File: src/rtl/zrs_pkg.sv
package zrs_pkg;
   typedef enum logic [0:0] {
      ZRS_IDLE = 1'b0,
      ZRS_RUN  = 1'b1
   } zrs_state_e;
endpackage

File: src/rtl/zrs_gain_rom.sv
module zrs_gain_rom #(
   parameter int NUM_CODES = 9,
   parameter int GAIN_W    = 10,
   parameter int GAIN_TOP  = 448,
   parameter int GAIN_DEC  = 24
) (
   input  logic [$clog2(NUM_CODES)-1:0] code_i,
   output logic [GAIN_W-1:0]            gain_o
);
   localparam int CODE_W = $clog2(NUM_CODES);

   logic [GAIN_W-1:0] tbl [NUM_CODES];

   // Falling gain table computed per entry.
   for (genvar g = 0; g < NUM_CODES; g++) begin : g_entry
      assign tbl[g] = GAIN_W'(GAIN_TOP - g * GAIN_DEC);
   end

   generate
      if ((1 << CODE_W) == NUM_CODES) begin : g_full
         assign gain_o = tbl[code_i];
      end else begin : g_guard
         assign gain_o = (int'(code_i) < NUM_CODES) ? tbl[code_i] : tbl[NUM_CODES-1];
      end
   endgenerate
endmodule

File: src/rtl/zrs_predict.sv
module zrs_predict #(
   parameter int VIN_W     = 12,
   parameter int VREF_W    = 13,
   parameter int GAIN_W    = 10,
   parameter int GAIN_FRAC = 8,
   parameter int MAGW      = 14
) (
   input  logic [VIN_W-1:0]  vin_i,
   input  logic [VREF_W-1:0] vref_i,
   input  logic [GAIN_W-1:0] gain_i,
   output logic [MAGW-1:0]   abs_err_o,
   output logic              err_neg_o,
   output logic              err_zero_o
);
   localparam int PROD_W = VIN_W + GAIN_W;
   localparam int PRED_W = PROD_W - GAIN_FRAC;
   localparam int ERR_W  = MAGW + 1;

   logic [PROD_W-1:0]       prod;
   logic [PRED_W-1:0]       pred;
   logic signed [ERR_W-1:0] err;
   logic signed [ERR_W-1:0] err_mag;

   assign prod = PROD_W'(vin_i) * PROD_W'(gain_i);
   assign pred = prod[PROD_W-1:GAIN_FRAC];
   assign err  = $signed({1'b0, MAGW'(vref_i)}) - $signed({1'b0, MAGW'(pred)});
   assign err_mag    = err[ERR_W-1] ? -err : err;
   assign abs_err_o  = err_mag[MAGW-1:0];
   assign err_neg_o  = err[ERR_W-1];
   assign err_zero_o = (err == '0);
endmodule

File: src/rtl/zrs_step_ctrl.sv
module zrs_step_ctrl
   import zrs_pkg::*;
#(
   parameter int NUM_CODES = 9,
   parameter int NOM_CODE  = 4,
   parameter int MAX_ITER  = 9,
   parameter int MAGW      = 14
) (
   input  logic                          clk_i,
   input  logic                          rst_i,
   input  logic                          start_i,
   input  logic [MAGW-1:0]               abs_err_i,
   input  logic                          err_neg_i,
   input  logic                          err_zero_i,
   output logic                          load_o,
   output logic                          busy_o,
   output logic [$clog2(NUM_CODES)-1:0]  cand_o,
   output logic [$clog2(NUM_CODES)-1:0]  sel_o,
   output logic [$clog2(MAX_ITER+1)-1:0] iter_o,
   output logic                          done_o
);
   localparam int CODE_W = $clog2(NUM_CODES);
   localparam int ITER_W = $clog2(MAX_ITER+1);
   localparam logic [CODE_W-1:0] MAXC = CODE_W'(NUM_CODES-1);
   localparam logic [CODE_W-1:0] NOMC = CODE_W'(NOM_CODE);

   zrs_state_e        state_q;
   logic [CODE_W-1:0] cand_q, best_q, sel_q, pick, nxt;
   logic [MAGW-1:0]   best_abs_q;
   logic [ITER_W-1:0] iter_q;
   logic              dir_up_q, done_q;
   logic              first, improve, tie, dir_up, at_bound, at_cap, finish;

   function automatic int nom_dist(logic [CODE_W-1:0] c);
      int d;
      d = int'(c) - NOM_CODE;
      return (d < 0) ? -d : d;
   endfunction

   always_comb begin
      first    = (iter_q == '0);
      improve  = first || (abs_err_i < best_abs_q);
      tie      = !first && (abs_err_i == best_abs_q);
      dir_up   = first ? err_neg_i : dir_up_q;
      at_bound = dir_up ? (cand_q == MAXC) : (cand_q == '0);
      at_cap   = (iter_q == ITER_W'(MAX_ITER-1));
      finish   = !improve || err_zero_i || at_bound || at_cap;
      nxt      = dir_up ? cand_q + CODE_W'(1) : cand_q - CODE_W'(1);
      if (improve)
         pick = cand_q;
      else if (tie && (nom_dist(cand_q) < nom_dist(best_q)))
         pick = cand_q;
      else
         pick = best_q;
   end

   always_ff @(posedge clk_i) begin
      if (rst_i) begin
         state_q    <= ZRS_IDLE;
         cand_q     <= NOMC;
         best_q     <= NOMC;
         sel_q      <= NOMC;
         best_abs_q <= '0;
         iter_q     <= '0;
         dir_up_q   <= 1'b0;
         done_q     <= 1'b0;
      end else begin
         done_q <= 1'b0;
         case (state_q)
            ZRS_IDLE: begin
               if (start_i) begin
                  cand_q  <= sel_q;
                  iter_q  <= '0;
                  state_q <= ZRS_RUN;
               end
            end
            default: begin
               if (first) dir_up_q <= err_neg_i;
               if (improve) begin
                  best_q     <= cand_q;
                  best_abs_q <= abs_err_i;
               end
               if (finish) begin
                  sel_q   <= pick;
                  done_q  <= 1'b1;
                  state_q <= ZRS_IDLE;
               end else begin
                  cand_q <= nxt;
                  iter_q <= iter_q + ITER_W'(1);
               end
            end
         endcase
      end
   end

   assign load_o = (state_q == ZRS_IDLE) && start_i;
   assign busy_o = (state_q == ZRS_RUN);
   assign cand_o = cand_q;
   assign sel_o  = sel_q;
   assign iter_o = iter_q;
   assign done_o = done_q;
endmodule

File: src/rtl/zone_ref_search.sv
module zone_ref_search #(
   parameter int NUM_CODES = 9,
   parameter int NOM_CODE  = (NUM_CODES - 1) / 2,
   parameter int MAX_ITER  = NUM_CODES,
   parameter int VIN_W     = 12,
   parameter int VREF_W    = 13,
   parameter int GAIN_W    = 10,
   parameter int GAIN_FRAC = 8,
   parameter int GAIN_TOP  = 448,
   parameter int GAIN_DEC  = 24
) (
   input  logic                         clk_i,
   input  logic                         rst_i,
   input  logic                         start_i,
   input  logic [VIN_W-1:0]             vin_i,
   input  logic [VREF_W-1:0]            vref_i,
   output logic [$clog2(NUM_CODES)-1:0] sel_code_o,
   output logic                         done_o
);
   localparam int CODE_W = $clog2(NUM_CODES);
   localparam int ITER_W = $clog2(MAX_ITER+1);
   localparam int PRED_W = VIN_W + GAIN_W - GAIN_FRAC;
   localparam int MAGW   = (PRED_W > VREF_W) ? PRED_W : VREF_W;

   // Elaboration-time parameter checks.
   generate
      if (NUM_CODES < 3) begin : g_bad_codes
         $error("zone_ref_search: NUM_CODES must be at least 3");
      end
      if (NOM_CODE < 0 || NOM_CODE >= NUM_CODES) begin : g_bad_nom
         $error("zone_ref_search: NOM_CODE out of range");
      end
      if (MAX_ITER < 1) begin : g_bad_iter
         $error("zone_ref_search: MAX_ITER must be positive");
      end
      if (GAIN_TOP - (NUM_CODES - 1) * GAIN_DEC <= 0 || GAIN_DEC <= 0) begin : g_bad_gain
         $error("zone_ref_search: gain table must stay positive and fall");
      end
      if (GAIN_TOP >= (1 << GAIN_W)) begin : g_bad_gw
         $error("zone_ref_search: GAIN_W too narrow for GAIN_TOP");
      end
   endgenerate

   logic [VIN_W-1:0]  vin_q;
   logic [VREF_W-1:0] vref_q;
   logic [GAIN_W-1:0] gain_w;
   logic [MAGW-1:0]   abs_err_w;
   logic              err_neg_w, err_zero_w, load_w, busy_w;
   logic [CODE_W-1:0] cand_w;
   logic [ITER_W-1:0] iter_w;

   always_ff @(posedge clk_i) begin
      if (rst_i) begin
         vin_q  <= '0;
         vref_q <= '0;
      end else if (load_w) begin
         vin_q  <= vin_i;
         vref_q <= vref_i;
      end
   end

   zrs_gain_rom #(
      .NUM_CODES(NUM_CODES), .GAIN_W(GAIN_W),
      .GAIN_TOP(GAIN_TOP), .GAIN_DEC(GAIN_DEC)
   ) u_rom (
      .code_i(cand_w),
      .gain_o(gain_w)
   );

   zrs_predict #(
      .VIN_W(VIN_W), .VREF_W(VREF_W), .GAIN_W(GAIN_W),
      .GAIN_FRAC(GAIN_FRAC), .MAGW(MAGW)
   ) u_pred (
      .vin_i(vin_q),
      .vref_i(vref_q),
      .gain_i(gain_w),
      .abs_err_o(abs_err_w),
      .err_neg_o(err_neg_w),
      .err_zero_o(err_zero_w)
   );

   zrs_step_ctrl #(
      .NUM_CODES(NUM_CODES), .NOM_CODE(NOM_CODE),
      .MAX_ITER(MAX_ITER), .MAGW(MAGW)
   ) u_ctrl (
      .clk_i(clk_i),
      .rst_i(rst_i),
      .start_i(start_i),
      .abs_err_i(abs_err_w),
      .err_neg_i(err_neg_w),
      .err_zero_i(err_zero_w),
      .load_o(load_w),
      .busy_o(busy_w),
      .cand_o(cand_w),
      .sel_o(sel_code_o),
      .iter_o(iter_w),
      .done_o(done_o)
   );
endmodule

File: config.mk
export PLATFORM = sky130hd
export DESIGN_NAME = zone_ref_search
export DESIGN_NICKNAME = d
export VERILOG_FILES = /design/src/rtl/zrs_pkg.sv /design/src/rtl/zrs_gain_rom.sv /design/src/rtl/zrs_predict.sv /design/src/rtl/zrs_step_ctrl.sv /design/src/rtl/zone_ref_search.sv
export SDC_FILE = /design/constraint.sdc
export NUM_CORES = 1
export LEC_CHECK = 0
export BUFFER_PORTS_ARGS = -buffer_cell sky130_fd_sc_hd__buf_2
export CORE_MARGIN = 2
export CORE_UTILIZATION = 64
export DETAILED_ROUTE_END_ITERATION = 12
export PLACE_DENSITY = 0.94
export REMOVE_ABC_BUFFERS = 1
export SLEW_MARGIN = 20
export SYNTH_ARGS = -nofsm -noshare
export SYNTH_HDL_FRONTEND = slang
export SYNTH_SLANG_ARGS = --single-unit
File: constraint.sdc
create_clock -name clk_i -period 11.31 [get_ports clk_i]
set_input_delay 2.262 -clock clk_i [delete_from_list [all_inputs] [get_ports clk_i]]
set_output_delay 2.262 -clock clk_i [all_outputs]
set_load 0.005 [all_outputs]
# Word-level counts from Yosys, hierarchy flattened
# Memory sizes are Yosys's and may differ from the RTL's.
# Cells that the tools add are included.
[word_totals] regBits=58 latch_bits=0 mem_bits_rw=0 romBits=160 input_bits=28 output_inout_bits=5 elab_cells=71 memories=1
[memory_table] name="(name not given)" depth=16 word_bits=10 rd=1 rd_ports_with_merged_regs=0 write_ports=0 line_no="zrs_gain_rom.sv:23" rtl="assign gain_o = (int'(code_i) < NUM_CODES) ? tbl[code_i] : tbl[NUM_CODES-1];"
[classes] add_sub_neg=9 mul=1 div=0 n_lt_le_gt_ge=6 n_eq_ne=4 shift=0 mux=21 n_bitwise=2 n_reduce_logical=17
[ops] cell="$lt A32 B1 Y1 const B" count=2
[ops] cell="$mux W32" count=2
[ops] cell="$neg A32 Y32" count=2
[ops] cell="$mux W4" count=9
[ops] cell="$lt A32 B32 Y1" count=1
[ops] cell="$mux W10" count=3
[ops] cell="$mul A12 B10 Y22" count=1
[ops] cell="$logic_not A15 Y1" count=1
[ops] cell="$sub A13 B14 Y15" count=1
[ops] cell="$eq A14 B14 Y1" count=1
[ops] cell="$lt A14 B14 Y1" count=1
[ops] cell="$mux W14" count=1
[ops] cell="$neg A14 Y14" count=1
[ops] cell="$sub A4 B3 Y5 const B" count=2
[ops] cell="$add A4 B1 Y4 const B" count=2
[ops] cell="$eq A4 B4 Y1 const B" count=2
[ops] cell="$logic_not A4 Y1" count=2
[ops] cell="$mux W1" count=6
[ops] cell="$reduce_and A2 Y1" count=3
[ops] cell="$ge A5 B5 Y1 const B" count=1
[ops] cell="$not A4 Y5" count=1
[ops] cell="$logic_or A1 B1 Y1" count=4
[ops] cell="$lt A4 B4 Y1 const B" count=1
[ops] cell="$sub A4 B1 Y4 const B" count=1
[ops] cell="other kinds (6)" count=9

# Longest topological paths before layout
[depth] depth_word=17 mapped_depth=44 depth_no_buf=40

# Cells and area by module
# A second synthesis with hierarchy kept.
[unflattened] cells_unflattened=911 hier_area_um2=7902.6
[modules_own_cells] module="zrs_predict" n_inst=1 cells_per_inst=527 area_each_um2=4491.8 seq_area_each_um2=0.0
[modules_own_cells] module="zrs_step_ctrl" n_inst=1 cells_per_inst=285 area_each_um2=2384.8 seq_area_each_um2=660.6
[modules_own_cells] module="zone_ref_search" n_inst=1 cells_per_inst=81 area_each_um2=909.6 seq_area_each_um2=500.5
[modules_own_cells] module="zrs_gain_rom" n_inst=1 cells_per_inst=18 area_each_um2=116.4 seq_area_each_um2=0.0

# Worst setup path before layout
# No wires, ideal clock.
[synth_path] path_type="register to register" start="register u_ctrl.cand_q[2] (netlist: u_ctrl.cand_o[2])" end="register u_ctrl.iter_q[2] (netlist: u_ctrl.iter_o[2])" setup_time_ps=122 arrival_ps=9536 required_ps=11188 slack_ps=1652 stages_incl_launch_ff=43 n_path_buf=3 period_less_slack_ps=9658 path_cell_list="dfxtp_1 -> clkbuf_1 -> inv_1 -> ha_1 -> inv_1 -> o21ai_0 -> a211oi_1 -> clkbuf_1 -> and2_1 -> fa_1 -> ha_1 -> inv_1 -> fa_1 -> inv_1 -> fa_1 -> ha_1 -> ha_1 -> and2_1 -> (+7 left out) -> ha_1 -> o21a_1 -> a21oi_1 -> o211a_1 -> o21a_1 -> nor2_1 -> or2_2 -> xnor2_1 -> ha_1 -> a211oi_1 -> o21ai_0 -> o2111ai_1 -> a31o_2 -> a21oi_1 -> nor4_2 -> buf_4 -> nor2_1 -> a311o_1"
[synth_via] elab_chain_cells=17 elab_cells_between_ends=23 cone_classes="add/sub (2); mul (1); order compare (2); eq/ne (2); mux (6); bitwise (1); reduce/logical (8); memory (1)"
[synth_rtl] element="from (decl)" line_no="zrs_step_ctrl.sv:28" rtl="logic [CODE_W-1:0] cand_q, best_q, sel_q, pick, nxt;"
[synth_rtl] element="from (signal assigned)" line_no="zrs_step_ctrl.sv:72" rtl="cand_q <= sel_q;"
[synth_rtl] element="from (signal assigned)" line_no="zrs_step_ctrl.sv:88" rtl="cand_q <= nxt;"
[synth_rtl] element="$not A4 Y5 (implied by the code)" line_no="zrs_gain_rom.sv:23"
[synth_rtl] element="$mem_v2 Z16 W10"
[synth_rtl] element="$mux W10 (implied by the code) (2 in series)" line_no="zrs_gain_rom.sv:23"
[synth_rtl] element="$mux W10 *" line_no="zrs_gain_rom.sv:23"
[synth_rtl] element="$mul A12 B10 Y22 *" line_no="zrs_predict.sv:24" rtl="assign prod = PROD_W'(vin_i) * PROD_W'(gain_i);"
[synth_rtl] element="$sub A13 B14 Y15 *" line_no="zrs_predict.sv:26" rtl="assign err = $signed({1'b0, MAGW'(vref_i)}) - $signed({1'b0, MAGW'(pred)});"
[synth_rtl] element="$neg A14 Y14" line_no="zrs_predict.sv:27" rtl="assign err_mag = err[ERR_W-1] ? -err : err;"
[synth_rtl] element="$mux W14 *" line_no="zrs_predict.sv:27"
[synth_rtl] element="via abs_err_w[5]" line_no="zone_ref_search.sv:47" rtl="logic [MAGW-1:0] abs_err_w;"
[synth_rtl] element="$lt A14 B14 Y1 *" line_no="zrs_step_ctrl.sv:42" rtl="improve = first || (abs_err_i < best_abs_q);"
[synth_rtl] element="$logic_or A1 B1 Y1 *" line_no="zrs_step_ctrl.sv:42"
[synth_rtl] element="$logic_not A1 Y1 *" line_no="zrs_step_ctrl.sv:47" rtl="finish = !improve || err_zero_i || at_bound || at_cap;"
[synth_rtl] element="$logic_or A1 B1 Y1 * (3 in series)" line_no="zrs_step_ctrl.sv:47"
[synth_rtl] element="$ne A2 B2 Y1 (no line) *"
[synth_rtl] element="$reduce_and A2 Y1 (no line) *"
[synth_rtl] element="to (signal assigned)" line_no="zrs_step_ctrl.sv:89" rtl="iter_q <= iter_q + ITER_W'(1);"
[synth_rtl] element="to (decl)" line_no="zrs_step_ctrl.sv:30" rtl="logic [ITER_W-1:0] iter_q;"
# Mark *: on every way through the listed nets, which the timed path passes. The rest lies on a longest branch. The select of a mux whose other input is x is not followed.
# A chain may end at the register's enable or synchronous reset.

# Final worst setup path
[layout_path] start="register u_ctrl.cand_q[1] (netlist: u_ctrl.cand_o[1])" end="register u_ctrl.sel_q[2] (netlist: u_ctrl.sel_o[2])"
[layout_via] elab_chain_cells=16 elab_cells_between_ends=32 cone_classes="add/sub (4); mul (1); order compare (4); eq/ne (2); mux (9); bitwise (1); reduce/logical (10); memory (1)"
[layout_rtl] element="$not A4 Y5 (implied by the code)" line_no="zrs_gain_rom.sv:23"
[layout_rtl] element="$mem_v2 Z16 W10"
[layout_rtl] element="$mux W10 (implied by the code) (2 in series)" line_no="zrs_gain_rom.sv:23"
[layout_rtl] element="$mux W10 *" line_no="zrs_gain_rom.sv:23"
[layout_rtl] element="$mul A12 B10 Y22 *" line_no="zrs_predict.sv:24"
[layout_rtl] element="$sub A13 B14 Y15 *" line_no="zrs_predict.sv:26"
[layout_rtl] element="$neg A14 Y14" line_no="zrs_predict.sv:27"
[layout_rtl] element="$mux W14 *" line_no="zrs_predict.sv:27"
[layout_rtl] element="via abs_err_w[6]" line_no="zone_ref_search.sv:47"
[layout_rtl] element="$lt A14 B14 Y1" line_no="zrs_step_ctrl.sv:42"
[layout_rtl] element="$logic_or A1 B1 Y1" line_no="zrs_step_ctrl.sv:42"
[layout_rtl] element="$logic_not A1 Y1" line_no="zrs_step_ctrl.sv:47"
[layout_rtl] element="$logic_or A1 B1 Y1 (3 in series)" line_no="zrs_step_ctrl.sv:47"
[layout_rtl] element="$reduce_and A2 Y1 (no line)"
[layout_rtl] element="to (signal assigned)" line_no="zrs_step_ctrl.sv:84" rtl="sel_q <= pick;"
[layout_rtl] element="to (decl)" line_no="zrs_step_ctrl.sv:28"
# Marked as above.

==> flow_summary.json <==
{
  "dr.pass1.iters": 5,
  "synthTopCellsByArea": "ha_1, dfxtp_1, fa_1",
  "stdcell_area_mm2": 0.00755,
  "cts_tree": "yes",
  "crit_required_ps": 11540,
  "ios": 33,
  "drv_slew": 0,
  "slew_headroom": 0.301,
  "p_per_area_mw_per_mm2": 206,
  "slowest_stage": "a311oi_1",
  "post_route_cells_drive_above_1_share": 0.0918,
  "syn-cell-area_mm2": 0.00697,
  "clk_pin_slew_ps": 80,
  "die-area_mm2": 0.0117,
  "fin_ws_ps": 716,
  "finalHoldViolCount": 0,
  "stdcell_count": 1011,
  "cp.arrival_ps": 10820,
  "finalNetCount": 1056,
  "grt_remaining_overflow": 0,
  "start_util": 0.648,
  "ys_ff_latch": 58,
  "clockBufferDepth": 2,
  "dp_cells": 995,
  "dieWidth_um": 108,
  "outcome": "complete, no violations",
  "clock_latency_ps": 370,
  "yosysTopAreaCell": "ha_1",
  "fillers": 816,
  "hpwl_um": 11900,
  "ir_worst_vdd_mv": 0.123,
  "postLayoutCoreUtil": 0.702,
  "grt_pass1_wl_um": 26300,
  "cp_max_fo": 12,
  "synthFlopType": "dfxtp_1",
  "startpoint_type": "flop",
  "maxClockFrequency_mhz": 94.4,
  "seq_area_frac_synth": 0.167,
  "clock-sinks": 58,
  "post_drt_wl_per_cell_um": 15.5,
  "seq_area_mm2": 0.00116,
  "cp.buffers_inverters": 5,
  "synth_edf_count": 0,
  "n_antenna_cell": 0,
  "cts-buffers-inserted": 9,
  "grt_usage": 0.280,
  "cpPeakStageDelay_ps": 660,
  "leakagePower_nw": 3.67,
  "rows": 38,
  "die_h_um": 108,
  "fin_total_pwr_mw": 1.55,
  "yosysWarnings": 0,
  "place_congestion": 0.881,
  "cp_top_family": "compound AO/OA/AOI/OAI gates",
  "finalSetupViolations": 0,
  "tns_ps": 0,
  "critPathKind": "flop to flop",
  "hold_path.class": "flop to flop",
  "drtAntennaViolNets": 0,
  "area_delta_synth_final_pct": 8.33,
  "grt_pass1_vias": 5848,
  "placed_area_mm2": 0.00730,
  "first_iter_violations": 429,
  "pre_cts_slack_ps": 400,
  "num_vias": 6022,
  "syn_inst": 830,
  "cts-root-buf": "clkbuf_8",
  "finalClockSkew_ps": 18.1,
  "min_period_ps": 10590,
  "cts-htree-levels": 3,
  "crit_path_frequent_cell": "ha_1",
  "wl_um": 15700,
  "vias_per_cell": 5.96,
  "cap_violations": 0,
  "postCtsHoldBufs": 0,
  "coreArea_mm2": 0.0107,
  "synth_cell_types": 68,
  "synth.avg_cell_area_um2": 8.40,
  "grt_max_degree": 57,
  "tightest_slew_ps": 1050,
  "cp-end-kind": "flop",
  "antenna_found_initial": 0,
  "ys_async_sr_fraction": 0,
  "final_cell_mix": "ha_1, nand2_1, inv_1",
  "synth_top_area_share": 0.214,
  "final_common_cell": "ha_1",
  "io_buffer_count": 32,
  "fin_crit_sh": 0.937,
  "multi_input_area_mm2": 0.00548,
  "holdWs_ps": 467,
  "drc": 0
}
-- worst min-delay path: stages (launching register included) --
cell	delay, ps
dfxtp_1	310
nand2_1	50
a21oi_1	60
-- cells in the mapped netlist, types with 5 or more instances --
master / number
ha_1: 119
nor2_1: 68
inv_1: 76
o21a_1: 10
a31o_1: 5
nand3_1: 13
nand2_1: 86
nand4_1: 8
o211ai_1: 8
nand2b_1: 6
xnor2_1: 22
dfxtp_1: 58
mux2i_1: 11
clkbuf_1: 24
xor2_1: 15
a21oi_1: 64
and2_1: 54
nor3_1: 14
fa_1: 43
o21ai_0: 18
o31ai_1: 7
a211oi_1: 7
nor2b_1: 8
and3_1: 5
a21o_1: 11
-- logic make-up after synthesis --
kind of cell             count (synthesis)  synth area share
other                                    2           0.00108
adder cells (fa/ha/maj)                162             0.337
multiplexers                            12            0.0174
XOR/XNOR                                37            0.0465
AO/OA/AOI/OAI                          173             0.174
buffers and inverters                  103            0.0566
flip-flops                              58             0.167
AND/OR/NAND/NOR                        283             0.201
-- report_power, final --
group / switching [mW] / total, mW / leakage, nW / internal, mW
logic: 0.625 / 1.07 / 3.08 / 0.443
registers: 0.0227 / 0.257 / 0.474 / 0.235
clock network: 0.102 / 0.228 / 0.110 / 0.126
total: 0.750 / 1.55 / 3.67 / 0.803
-- repair_timing --
action,CTS,global route
endpoints found under the setup margin,0,31
buffers inserted,0,0
resized for setup,0,5
-- worst paths after layout --
check,from,to,slack (ps),depth (start not counted)
hold / removal,vref_q[0],vref_q[0],470,2
hold reg to reg,vref_q[0],vref_q[0],470,2
setup / recovery,u_ctrl.cand_o[1],u_ctrl.sel_o[2],720,38
setup reg to reg,u_ctrl.cand_o[1],u_ctrl.sel_o[2],720,38
-- layout make-up --
type / count / area share
inverter: 76 / 0.0378
sequential: 58 / 0.154
tap: 140 / 0.0232
multi-input combinational: 681 / 0.726
clock inverter: 7 / 0.0136
timing repair buffer: 40 / 0.0292
clock buffer: 9 / 0.0164
-- routing by layer --
layer | share of wire | vias to the layer above | GRT usage
li1 | - | 2927 | -
met3 | 0.070 | 37 | 0.0506
met1 | 0.43 | 2835 | 0.358
met2 | 0.48 | 223 | 0.480
met4 | 0.020 | 0 | 0.0879
met5 | 0 | - | 0
-- sequential cells by signal, indices dropped and copies added (netlist names) --
name               count
u_ctrl.best_q          4
u_ctrl.busy_o          1
vref_q                13
u_ctrl.sel_o           4
u_ctrl.best_abs_q     14
u_ctrl.done_o          1
vin_q                 12
u_ctrl.iter_o          4
u_ctrl.dir_up_q        1
u_ctrl.cand_o          4
(Power assumes the default switching activity.)
